==> config.mk <==
export PLATFORM = sky130hd
export DESIGN_NAME = uart_host_mimic
export DESIGN_NICKNAME = d
export VERILOG_FILES = /design/src/rtl/uart_host_mimic.sv
export SDC_FILE = /design/constraint.sdc
export NUM_CORES = 1
export LEC_CHECK = 0
export BUFFER_PORTS_ARGS = -buffer_cell sky130_fd_sc_hd__buf_4
export CAP_MARGIN = 40
export CORE_MARGIN = 5
export CORE_UTILIZATION = 50
export DETAILED_ROUTE_END_ITERATION = 8
export GPL_ROUTABILITY_DRIVEN = 0
export HOLD_SLACK_MARGIN = 0.03
export PLACE_DENSITY = 0.7
export SLEW_MARGIN = 20
export SYNTH_ARGS = -nofsm -noshare
export SYNTH_HDL_FRONTEND = slang
export SYNTH_SLANG_ARGS = --single-unit
==> constraint.sdc <==
create_clock -name clk -period 3.3 [get_ports clk]
set_clock_uncertainty 0.2 [all_clocks]
set_input_delay 0.66 -clock clk [delete_from_list [all_inputs] [get_ports clk]]
set_output_delay 0.66 -clock clk [all_outputs]
set_load 0.005 [all_outputs]
==> src/rtl/uart_host_mimic.sv <==
module uart_host_mimic #(
  parameter int DEPTH = 16,
  parameter int TMO_W = 8
) (
  input  logic             clk,
  input  logic             rst_n,
  input  logic             h_cs,
  input  logic             h_rd,
  input  logic             h_wr,
  input  logic [2:0]       h_addr,
  input  logic [7:0]       h_wdata,
  output logic [7:0]       h_rdata,
  output logic             h_irq,
  output logic             h_rxrdy,
  output logic             h_txrdy,
  input  logic             l_mode450,
  input  logic             l_flags_we,
  input  logic [2:0]       l_flags,
  input  logic             l_push,
  input  logic [7:0]       l_pdata,
  input  logic             l_tx_pop,
  output logic             l_tx_valid,
  output logic [7:0]       l_tx_data,
  input  logic             l_msr_we,
  input  logic [3:0]       l_msr,
  input  logic [TMO_W-1:0] l_tmo_limit
);
  localparam int PW = $clog2(DEPTH);
  localparam int CW = $clog2(DEPTH + 1);

  logic [10:0]      mem [DEPTH];
  logic [PW-1:0]    wp, rp;
  logic [CW-1:0]    cnt, errcnt, cap, lvl;
  logic [TMO_W-1:0] tcnt;
  logic [7:0]       dll, dlm, lcr, mcr, thr;
  logic [3:0]       ier, msr_s, msr_d, id;
  logic [2:0]       shadow;
  logic [1:0]       trig;
  logic             fcr_en, oe, thr_full, thre_pend;

  wire rd_s      = h_cs & h_rd;
  wire wr_s      = h_cs & h_wr;
  wire dlab      = lcr[7];
  wire fifo_mode = fcr_en & ~l_mode450;
  wire fcr_wr    = wr_s && h_addr == 3'd2;
  wire new_en    = h_wdata[0] & ~l_mode450;
  wire clr       = fcr_wr && (h_wdata[1] || new_en != fcr_en);
  wire pop       = rd_s && h_addr == 3'd0 && !dlab && cnt != '0;
  wire push_ok   = l_push && cnt < cap;
  wire thr_wr    = wr_s && h_addr == 3'd0 && !dlab;
  wire [10:0] head = mem[rp];
  wire [2:0] hflg  = (cnt != '0) ? head[10:8] : 3'b000;

  assign cap = fifo_mode ? CW'(DEPTH) : CW'(1);
  always_comb
    case (trig)
      2'd0:    lvl = CW'(1);
      2'd1:    lvl = CW'(4);
      2'd2:    lvl = CW'(8);
      default: lvl = CW'(14);
    endcase

  wire ls  = oe | (|hflg);
  wire rda = cnt != '0 && (!fifo_mode || cnt >= lvl);
  wire tmo = fifo_mode && cnt != '0 && cnt < lvl && tcnt == l_tmo_limit;

  always_comb
    if (ier[2] && ls)               id = 4'h6;
    else if (ier[0] && rda)         id = 4'h4;
    else if (ier[0] && tmo)         id = 4'hC;
    else if (ier[1] && thre_pend)   id = 4'h2;
    else if (ier[3] && msr_d != '0) id = 4'h0;
    else                            id = 4'h1;

  wire [7:0] iir = {fifo_mode, fifo_mode, 2'b00, id};
  wire [7:0] lsr = {fifo_mode && errcnt != '0, ~thr_full, ~thr_full, hflg, oe, cnt != '0};

  always_comb
    case (h_addr)
      3'd0:    h_rdata = dlab ? dll : head[7:0];
      3'd1:    h_rdata = dlab ? dlm : {4'b0, ier};
      3'd2:    h_rdata = iir;
      3'd3:    h_rdata = lcr;
      3'd4:    h_rdata = mcr;
      3'd5:    h_rdata = lsr;
      3'd6:    h_rdata = {msr_s, msr_d};
      default: h_rdata = 8'h00;
    endcase

  assign h_irq      = ~id[0];
  assign h_rxrdy    = cnt != '0;
  assign h_txrdy    = ~thr_full;
  assign l_tx_valid = thr_full;
  assign l_tx_data  = thr;

  always_ff @(posedge clk)
    if (push_ok) mem[wp] <= {shadow, l_pdata};

  always_ff @(posedge clk or negedge rst_n)
    if (!rst_n) begin
      wp <= '0; rp <= '0; cnt <= '0; errcnt <= '0; tcnt <= '0; oe <= 1'b0;
    end else if (clr) begin
      wp <= '0; rp <= '0; cnt <= '0; errcnt <= '0; tcnt <= '0;
    end else begin
      if (push_ok) wp <= (wp == PW'(DEPTH - 1)) ? '0 : wp + 1'b1;
      if (pop)     rp <= (rp == PW'(DEPTH - 1)) ? '0 : rp + 1'b1;
      cnt    <= cnt + CW'(push_ok) - CW'(pop);
      errcnt <= errcnt + CW'(push_ok && shadow != '0) - CW'(pop && head[10:8] != '0);
      if (push_ok || pop || cnt == '0) tcnt <= '0;
      else if (tcnt != l_tmo_limit)    tcnt <= tcnt + 1'b1;
      if (l_push && !push_ok)              oe <= 1'b1;
      else if (rd_s && h_addr == 3'd5)     oe <= 1'b0;
    end

  always_ff @(posedge clk or negedge rst_n)
    if (!rst_n) begin
      dll <= '0; dlm <= '0; lcr <= '0; mcr <= '0; ier <= '0; trig <= '0;
      fcr_en <= 1'b0; shadow <= '0; msr_s <= '0; msr_d <= '0;
      thr <= '0; thr_full <= 1'b0; thre_pend <= 1'b0;
    end else begin
      if (wr_s && h_addr == 3'd0 && dlab)  dll <= h_wdata;
      if (wr_s && h_addr == 3'd1 && dlab)  dlm <= h_wdata;
      if (wr_s && h_addr == 3'd1 && !dlab) ier <= h_wdata[3:0];
      if (wr_s && h_addr == 3'd3)          lcr <= h_wdata;
      if (wr_s && h_addr == 3'd4)          mcr <= {3'b000, h_wdata[4:0]};
      if (fcr_wr) begin
        fcr_en <= new_en;
        trig   <= h_wdata[7:6];
      end
      if (l_flags_we) shadow <= l_flags;
      if (l_msr_we) msr_s <= l_msr;
      msr_d <= ((rd_s && h_addr == 3'd6) ? 4'b0 : msr_d)
             | (l_msr_we ? {msr_s[3] ^ l_msr[3], msr_s[2] & ~l_msr[2],
                            msr_s[1] ^ l_msr[1], msr_s[0] ^ l_msr[0]} : 4'b0);
      if (thr_wr) begin
        thr <= h_wdata;
        thr_full <= 1'b1;
      end else if (l_tx_pop || (fcr_wr && h_wdata[2])) thr_full <= 1'b0;
      if (thr_wr)
        thre_pend <= 1'b0;
      else if ((l_tx_pop && thr_full) ||
               (wr_s && h_addr == 3'd1 && !dlab && h_wdata[1] && !ier[1] && !thr_full))
        thre_pend <= 1'b1;
      else if (rd_s && h_addr == 3'd2 && id == 4'h2)
        thre_pend <= 1'b0;
    end
endmodule

* Word-level counts from Yosys, hierarchy flattened
Memories as Yosys holds them, arrays and structs flattened.
Index checks and enable logic that the tools add are counted.
** Storage, ports and cells
- Bits in registers :: 84
- Bits in latches :: 0
- Memory bits (writable) :: 176
- Bits in read-only memories :: 0
- Output and inout bits :: 20
- Memories :: 1
** Memory list
- mem :: words 16, width 11, rd ports 1, clocked after memory_dff 0, wr ports 1, line 31 : logic [10:0] mem [DEPTH];
** Operators by class
- Add/sub/neg operators :: 7
- Multipliers :: 0
- Div/mod/pow operators :: 0
- $lt $le $gt $ge :: 3
- Eq/ne operators :: 14
- Shift-type cells :: 0
- Multiplexer cells :: 33
- Bitwise gates (word level) :: 15
- Reductions and logical operators :: 63
** Operators by type and width (count)
- case mux 8 bit (7 select lines) :: 1
- two-way mux 4 bit :: 11
- two-way mux 8 bit :: 5
- logical AND 1 bit :: 36
- two-way mux 5 bit :: 3
- case mux 4 bit (3 select lines) :: 1
- nonzero test 3 bit :: 4
- adder 5 x 1 -> 5 bit :: 2
- less-than comparator 5 bit :: 2
- two-way mux 1 bit :: 10
- nonzero test 5 bit :: 2
- subtractor 5 x 1 -> 5 bit :: 2
- == test 3 bit, second input constant :: 3
- adder 4 x 1 -> 4 bit, second input constant :: 2
- adder 8 x 1 -> 8 bit, second input constant :: 1
- == test 4 bit, second input constant :: 2
- == test 8 bit :: 1
- != test 8 bit :: 1
- nonzero test 2 bit :: 4
- == test 3 x 2 -> 1 bit, second input constant :: 2
- logical OR 1 bit :: 6
- bitwise AND 1 bit :: 5
- >= comparator 5 bit :: 1
- zero test 1 bit :: 5
- other kinds (17) :: 23

* Longest topological paths before layout
Gate-level depths: netlist of run 1.
- Depth in word-level cells :: 14
- Depth in mapped cells :: 16

* Worst setup path before layout of run 1
No wires, ideal clock.
- Path type :: input -> register
- From :: input h_addr[1]
- To :: register cnt[4]
- Library setup time :: 77 ps
- Data arrival time :: 3300 ps
- Data required time :: 3023 ps
- Slack :: -278 ps
- Cell stages on the path :: 10
- Cell sequence :: buf_2 -> nor4_2 -> nand4_1 -> ha_1 -> ha_1 -> fa_1 -> a21oi_1 -> nor2_1 -> or3_1 -> a21oi_1
** Between the ends
- Longest elaborated chain between the ends :: 6
- Elaborated cells between the ends (all ways) :: 9
- Those cells by class :: add/sub (1); eq/ne (1); mux (1); reduce/logical (6)
** Ends and longest elaborated chain
- start: declaration :: line 10 : input logic [2:0] h_addr,
- zero test 3 bit :: line 48 : wire pop = rd_s && h_addr == 3'd0 && !dlab && cnt != '0;
- logical AND 1 bit (3 in a row) :: line 48
- subtractor 5 x 1 -> 5 bit :: line 107 : cnt <= cnt + CW'(push_ok) - CW'(pop);
- two-way mux 5 bit (*) :: line 102 : end else if (clr) begin
- end signal: assignment :: line 107
- end: declaration :: line 33 : logic [CW-1:0] cnt, errcnt, cap, lvl;
Every way passes the cells marked *; elsewhere a longest branch is shown, timed or not.
A chain may end at the register's enable or synchronous reset.

* Final worst setup path of run 1
- From :: register rp[0]
- To :: output h_rdata[2]
** Between the ends
- Longest elaborated chain between the ends :: 7
- Elaborated cells between the ends (all ways) :: 8
- Those cells by class :: mux (4); bitwise (1); reduce/logical (2); memory (1)
** Ends and longest elaborated chain
- start: declaration :: line 32 : logic [PW-1:0] wp, rp;
- start signal: assignment :: line 106 : if (pop) rp <= (rp == PW'(DEPTH - 1)) ? '0 : rp + 1'b1;
- memory (16 x 11 bit) (*)
- two-way mux 3 bit :: line 52 : wire [2:0] hflg = (cnt != '0) ? head[10:8] : 3'b000;
- OR reduction 3 bit :: line 63 : wire ls = oe | (|hflg);
- OR 1 bit :: line 63
- logical AND 1 bit :: line 68 : if (ier[2] && ls) id = 4'h6;
- two-way mux 4 bit :: line 68
- case mux 8 bit (7 select lines) (*) :: line 79 : case (h_addr)
- end: declaration :: line 12 : output logic [7:0] h_rdata,
Marks and branches as above.

==> results by group, run 1 <==
Run status
  – Run status: finished, violations left
  – Failing checks: negative setup slack

Timing
  – Crit path time final: 3.83 ns
  – Hold Vio Cnt, Final: 0
  – Final setup violation count: 11
  – Slew @ Worst Pin: just under 0.6 ns
  – Highest clock rate: between 0.2 and 0.3 GHz
  – Slew headroom: 61.0%
  – RSZ-0062 raised after global routing: yes
  – Setup ws final: -0.534 ns
  – Tcrit/Tclk final: 116%
  – Fin. max-slew vios: 0

Global route
  – GRT Total Usage: roughly 21%
  – Vias in the first global route: around 7500
  – Largest net degree at the start of global routing: 59
  – Grt total ovfl: 0
  – Antenna violations before repair: 0
  – First-pass GRT wire length: 43.5 mm

Placement
  – Port buffer count: 63
  – Setup WS pre-CTS: -0.137 ns
  – Placed cell area: 13000 µm²
  – Detailed placer's ending HPWL: 18.2 mm

Clock tree
  – Clk_lat worst skew: 0.54 ns
  – Htree depth: 1
  – Clock Sinks: 260
  – Num CTS Buffers: 26
  – Clock transition at path regs: 0.06 ns
  – CTS tree: yes
  – Clk buf depth: 3
  – CTS Root Cell: clkbuf_16

Synthesis
  – Count of cell types in the netlist: slightly above 60
  – Mapped Cells: 746
  – Synth Warn #: 0
  – Ys async rst share: 32.3%
  – Seq cells post-synth: 260
  – Register area share after synthesis: 63.6%
  – Syn Std Cell Area: about 12000 µm²
  – Top FF cell, synth: edfxtp_1
  – Syn Area/Cell: 15.6 µm²
  – Net Count, Synth: 818
  – Number of flops mapped to enable cells by yosys: between 150 and 200

Power and ir drop
  – Power per Cell Area: around 720 nW/µm²
  – Worst vdd ir: 0.495 mV
  – Lkg Pwr: 0.00545 µW

Finish
  – Share of cells above drive strength 1: 35.1%
  – Design Area, Final: about 14000 µm²
  – Nets: 972
  – Area Overhead vs Synth: 22.6%
  – Inserted Diodes: 0

Worst setup path
  – Critical path class: flop to output port
  – Worst R2R Path Depth: 16
  – Crit Reg-Reg Endpoint: errcnt[4]$_DFF_PN0_
  – Crit-path max FO: 8
  – CP endpoint kind: output port
  – Flop2flop setup slack: -0.18 ns
  – Reg2reg start: rp[0]$_DFFE_PN0P_
  – Worst setup SP type: flop
  – Critical Path RT: roughly 2.4 ns
  – CP startpoint: rp[0]$_DFFE_PN0P_
  – WP data arrival: about 3.0 ns

Route
  – DRC viols: 0
  – 1st-iter DRT viols: between 600 and 700
  – Vias/cell: 5.79
  – Antenna-violating nets left: 0
  – Wirelength per Cell: 22.9 µm
  – Routed wire length: 28.2 mm
  – First-pass DRT Iterations: 6
  – Vias: 7134

Hold path
  – WHS Path Cells: 2
  – Min-delay src: l_flags[0]
  – Tightest Hold Check Type: input pin to flop
  – Hold EP: shadow[0]$_DFFE_PN0P_

Floorplanning
  – Core ar.: approximately 23000 µm²
  – Die Area: 26400 µm²
  – Initial Util: 51.0%
  – I/O Pins: 64
  – Die width: approximately 160 µm
  – Die height: 162 µm
  – Row count: 55

Flow run
  – Max-cap violations: 0
[critical path, stage by stage (launching register included)]
cell and delay (ns):
dfrtp_4 0.55, buf_12 0.17, buf_6 0.10, mux4_2 0.50
mux2i_1 0.20, nor2_1 0.07, a31oi_1 0.17, buf_4 0.17
o22ai_2 0.06, a211o_1 0.31, buf_6 0.13
[Yosys cell counts (11+ instances only)]
| cell | n | area [µm²] |
|---|---|---|
| nor2b_1 | 13 | 81.3 |
| edfxtp_1 | 176 | 5290 |
| ha_1 | 26 | 325 |
| mux4_1 | 11 | 289 |
| mux2i_1 | 17 | 170 |
| xor2_1 | 21 | 184 |
| a21oi_1 | 23 | 115 |
| inv_1 | 28 | 105 |
| mux2_2 | 56 | 631 |
| and2_1 | 23 | 144 |
| o21ai_0 | 16 | 80.1 |
| mux4_2 | 35 | 788 |
| nand2_1 | 28 | 105 |
| dfrtp_1 | 84 | 2100 |
| clkbuf_1 | 15 | 56.3 |
| nor2_1 | 42 | 158 |
[cell usage in the layout (no fill, tap or decap), types with 6 or more instances in the layout]
| cell type | instances |
|---|---|
| edfxtp_1 | 176 |
| mux4_1 | 6 |
| and3_1 | 6 |
| xnor2_1 | 6 |
| a21oi_2 | 6 |
| o21ai_0 | 14 |
| nand3_1 | 10 |
| nor2b_1 | 12 |
| nand2b_1 | 6 |
| and2_1 | 21 |
| buf_6 | 13 |
| clkbuf_16 | 26 |
| buf_4 | 132 |
| mux2i_1 | 16 |
| nor2_1 | 41 |
| a22oi_1 | 7 |
| nand2_1 | 28 |
| mux2_2 | 56 |
| ha_1 | 21 |
| buf_12 | 6 |
| inv_2 | 7 |
| nand4_1 | 10 |
| a21oi_1 | 17 |
| mux4_2 | 40 |
| inv_1 | 22 |
| xor2_1 | 21 |
| dfrtp_1 | 82 |
[per-stage QoR]
step | TNS, ns | utilization (%) | hold WS (ns) | total power, µW | cells
floorplan | -0.00362 | - | 0.164 | 5930 | 746
global placement | -0.196 | 57.0 | 0.285 | 6800 | 1168
detailed placement | -0.405 | 57.0 | 0.294 | 6910 | 1168
CTS | -4.10 | 61.9 | 0.146 | 10100 | 1228
global route | -5.30 | 62.5 | 0.149 | 10800 | 1232
finish | -4.21 | 62.5 | 0.166 | 10200 | 1232
[worst max-delay path by stage]
stage	slack [ns]	cells past startpoint	endpoint
after detailed placement	-0.14	15	cnt[4]$_DFF_PN0_
final	-0.53	10	h_rdata[2]
after CTS	-0.49	8	h_rdata[1]
after global placement	-0.05	17	errcnt[4]$_DFF_PN0_
after global routing	-0.61	10	h_rdata[2]
after floorplan	-0.004	10	cnt[4]$_DFF_PN0_
[report_power, final]
part	switching [µW]	leakage (µW)	internal (µW)
registers	280	0.00262	3860
logic	1480	0.00240	1640
clock network	1200	0.000428	1780
[logic make-up after synthesis]
| logic type | count (synthesis) | synth area share, % |
|---|---|---|
| flip-flops | 260 | 63.6 |
| AND/OR/NAND/NOR | 159 | 7.15 |
| multiplexers | 119 | 16.2 |
| AO/OA/AOI/OAI | 95 | 5.72 |
| buffers and inverters | 57 | 2.12 |
| XOR/XNOR | 28 | 2.11 |
| adder cells (fa/ha/maj) | 28 | 3.14 |
[layout make-up]
type	instances	area, µm²
clock buffer	35	724
clock inverter	12	154
fill	1682	8530
inverter	29	109
multi-input combinational	429	4150
sequential	260	7390
tap	313	392
timing repair buffer	154	1320
[routing by layer]
| layer | up-vias | GRT usage [%] | share of wire (%) |
|---|---|---|---|
| li1 | 3180 | - | - |
| met1 | 3616 | 28.5 | 39 |
| met2 | 277 | 36.6 | 51 |
| met3 | 61 | 3.85 | 7.1 |
| met4 | 0 | 5.65 | 2.9 |
| met5 | - | 0 | 0 |
[sequential cells by signal, summed over array words and instances, names as in the netlist, 5 cells and up]
| name | flops |
|---|---|
| lcr | 8 |
| dll | 8 |
| tcnt | 8 |
| cnt | 5 |
| dlm | 8 |
| l_tx_data | 8 |
| mem | 176 |
| errcnt | 5 |
| mcr | 5 |
[timing repair]
item,in CTS,in global routing
endpoints found under the hold margin,9,0
resized for setup,32,29
setup endpoints to repair,10,14
hold buffers,1,0
gates cloned,2,0
buffers inserted,10,5
pin swaps,13,23
No activity file was read; power rests on OpenSTA's default activity.
==> run 2: changes to the inputs <==
- CELL_PAD_IN_SITES_DETAIL_PLACEMENT: unset -> 1
- CELL_PAD_IN_SITES_GLOBAL_PLACEMENT: unset -> 2
- CORE_UTILIZATION: 50 -> 41
- PLACE_DENSITY: 0.7 -> unset
- PLACE_DENSITY_LB_ADDON: unset -> 0.1
==> results by group, run 2 (synthesized netlist as in run 1, its figures left out) <==
Floorplanning
  – Die height: 178 µm (+9.8%)
  – Core ar.: 27900 µm² (+22%)
  – Initial Util: 41.7% (-9.3 points)
  – Die width: 178 µm (+9.8%)
  – Die Area: 31800 µm² (+21%)
  – I/O Pins: 64 (unchanged)
  – Row count: 61 (+11%)

Finish
  – Most frequent cells in the layout: 176 x edfxtp_1, 136 x buf_4, 82 x dfrtp_1
  – Multi-input logic area: 4170 µm² (+0.51%)
  – Fillers: 2669 (+59%)
  – Area Overhead vs Synth: 26.8%
  – Inserted Diodes: 0 (unchanged)
  – Flip-flop count of the largest register after layout: 176 (unchanged)
  – Largest Register: mem
  – Commonest non-fill, non-tap cell in the layout: edfxtp_1
  – Share of cells above drive strength 1: 37.3% (+2.2 points)
  – Register area: 7390 µm² (about the same)
  – Nets: 989 (+1.7%)

Route
  – Vias/cell: 5.43 (-6.3%)
  – Wirelength per Cell: 24.0 µm (+4.9%)
  – First-pass DRT Iterations: 5 (-1)
  – 1st-iter DRT viols: 520 (-16%)
  – Antenna-violating nets left: 0 (unchanged)
  – Routed wire length: 31.7 mm (+12%)
  – DRC viols: 0 (unchanged)
  – Vias: 7152 (+0.25%)

Clock tree
  – CTS tree: yes
  – CTS Root Cell: clkbuf_16
  – Num CTS Buffers: 29 (+12%)
  – Clock Sinks: 260 (unchanged)
  – Htree depth: 1 (unchanged)
  – Clock transition at path regs: 0.06 ns (about the same)
  – Clk_lat worst skew: 0.56 ns (+0.02 ns)
  – Clk buf depth: 3 (unchanged)

Global route
  – Antenna violations before repair: 0 (unchanged)
  – Largest net degree at the start of global routing: 59 (unchanged)
  – Vias in the first global route: 7939 (+6.4%)
  – Grt total ovfl: 0 (unchanged)
  – GRT Total Usage: 20.3% (-1.1 points)
  – First-pass GRT wire length: 48.5 mm (+12%)

Worst setup path
  – Worst R2R Path Depth: 15 (-1)
  – CP endpoint kind: output port
  – Crit-path max FO: 5 (-3)
  – WP data arrival: 2.93 ns (-0.04 ns)
  – Worst setup SP type: flop
  – Critical Path RT: 2.44 ns (about the same)
  – Critical path class: flop to output port

Timing
  – Highest clock rate: 0.264 GHz (+1.2%)
  – Hold Vio Cnt, Final: 0 (unchanged)
  – Crit path time final: 3.79 ns (-0.0465 ns)
  – Setup ws final: -0.487 ns (+0.0465 ns)
  – RSZ-0062 raised after global routing: yes
  – Fin. max-slew vios: 0 (unchanged)
  – Tcrit/Tclk final: 115% (-1.4 points)
  – Slew headroom: 56.5% (-4.6 points)
  – Minimum hold slack: 0.134 ns (-0.0320 ns)
  – Slew @ Worst Pin: 0.653 ns (+0.0739 ns)
  – Final setup violation count: 10 (-1)
  – Sum Neg Setup Slack: -3.93 ns (+0.277 ns)

Run status
  – Failing checks: negative setup slack
  – Run status: finished, violations left

Power and ir drop
  – Worst vdd ir: 0.476 mV (-3.8%)
  – Pwr Total: 10900 µW (+6.2%)
  – Power per Cell Area: 738 nW/µm² (+2.7%)
  – Lkg Pwr: 0.00562 µW (+3.3%)

Hold path
  – Tightest Hold Check Type: input pin to flop
  – WHS Path Cells: 2 (unchanged)

Placement
  – Detailed placer's ending HPWL: 21.0 mm (+15%)
  – Setup WS pre-CTS: -0.259 ns (-0.121 ns)
  – Port buffer count: 63 (unchanged)

Flow run
  – Max-cap violations: 0 (unchanged)
## run 2: area by class of cell
type                            instances  area share, %
Sequential cell                       260           50.2
Multi-Input combinational cell        429           28.3
Timing Repair Buffer                  168           10.7
Clock buffer                           36           5.11
Tap cell                              378           3.21
Clock inverter                         18           1.75
Inverter                               29          0.739
## run 2: per-stage QoR
stage / std cells / util [%] / area [µm²]
final: 1318 / 52.9 / 14700
after global routing: 1318 / 52.9 / 14700
after CTS: 1314 / 52.6 / 14700
after detailed placement: 1244 / 47.6 / 13200
after global placement: 1243 / 47.5 / 13200
after floorplan: 746 / - / 11700
## run 2: per-layer routing
metal	GRT usage (%)	up-vias	wire length, µm
li1	-	3220	-
met2	36.3	149	16200
met3	3.07	43	1370
met5	0	-	0
met4	3.81	0	569
met1	26.5	3740	13500
## run 2: critical path: stages, from the launching register on
cell      delay [ns]
dfrtp_2         0.45
buf_12          0.13
buf_16          0.12
mux4_2          0.50
mux4_2          0.52
a221oi_4        0.27
o211ai_1        0.19
buf_4           0.18
## run 2: final timing paths
check	endpoint	slack [ns]	startpoint
worst max-delay path	h_rdata[3]	-0.49	rp[0]$_DFFE_PN0P_
worst min-delay path	shadow[2]$_DFFE_PN0P_	0.13	l_flags[2]
worst max register to register	errcnt[4]$_DFF_PN0_	-0.04	rp[0]$_DFFE_PN0P_
worst min register to register	mcr[1]$_DFFE_PN0P_	0.30	mcr[1]$_DFFE_PN0P_
max in group asynchronous	rp[0]$_DFFE_PN0P_	1.83	rst_n
min in group asynchronous	msr_s[0]$_DFFE_PN0P_	0.38	rst_n
## run 2: timing repair
| item | in CTS | in global routing |
|---|---|---|
| gates cloned | 4 | 0 |
| pin swaps | 19 | 9 |
| endpoints found under the hold margin | 26 | 0 |
| gates resized for setup | 46 | 18 |
| hold buffers | 1 | 0 |
| endpoints found under the setup margin | 10 | 14 |
| buffers inserted | 11 | 5 |
## run 2: report_power, final
part / internal [µW] / switching [µW]
combinational: 1780 / 1550
clock: 2090 / 1310
sequential: 3860 / 285
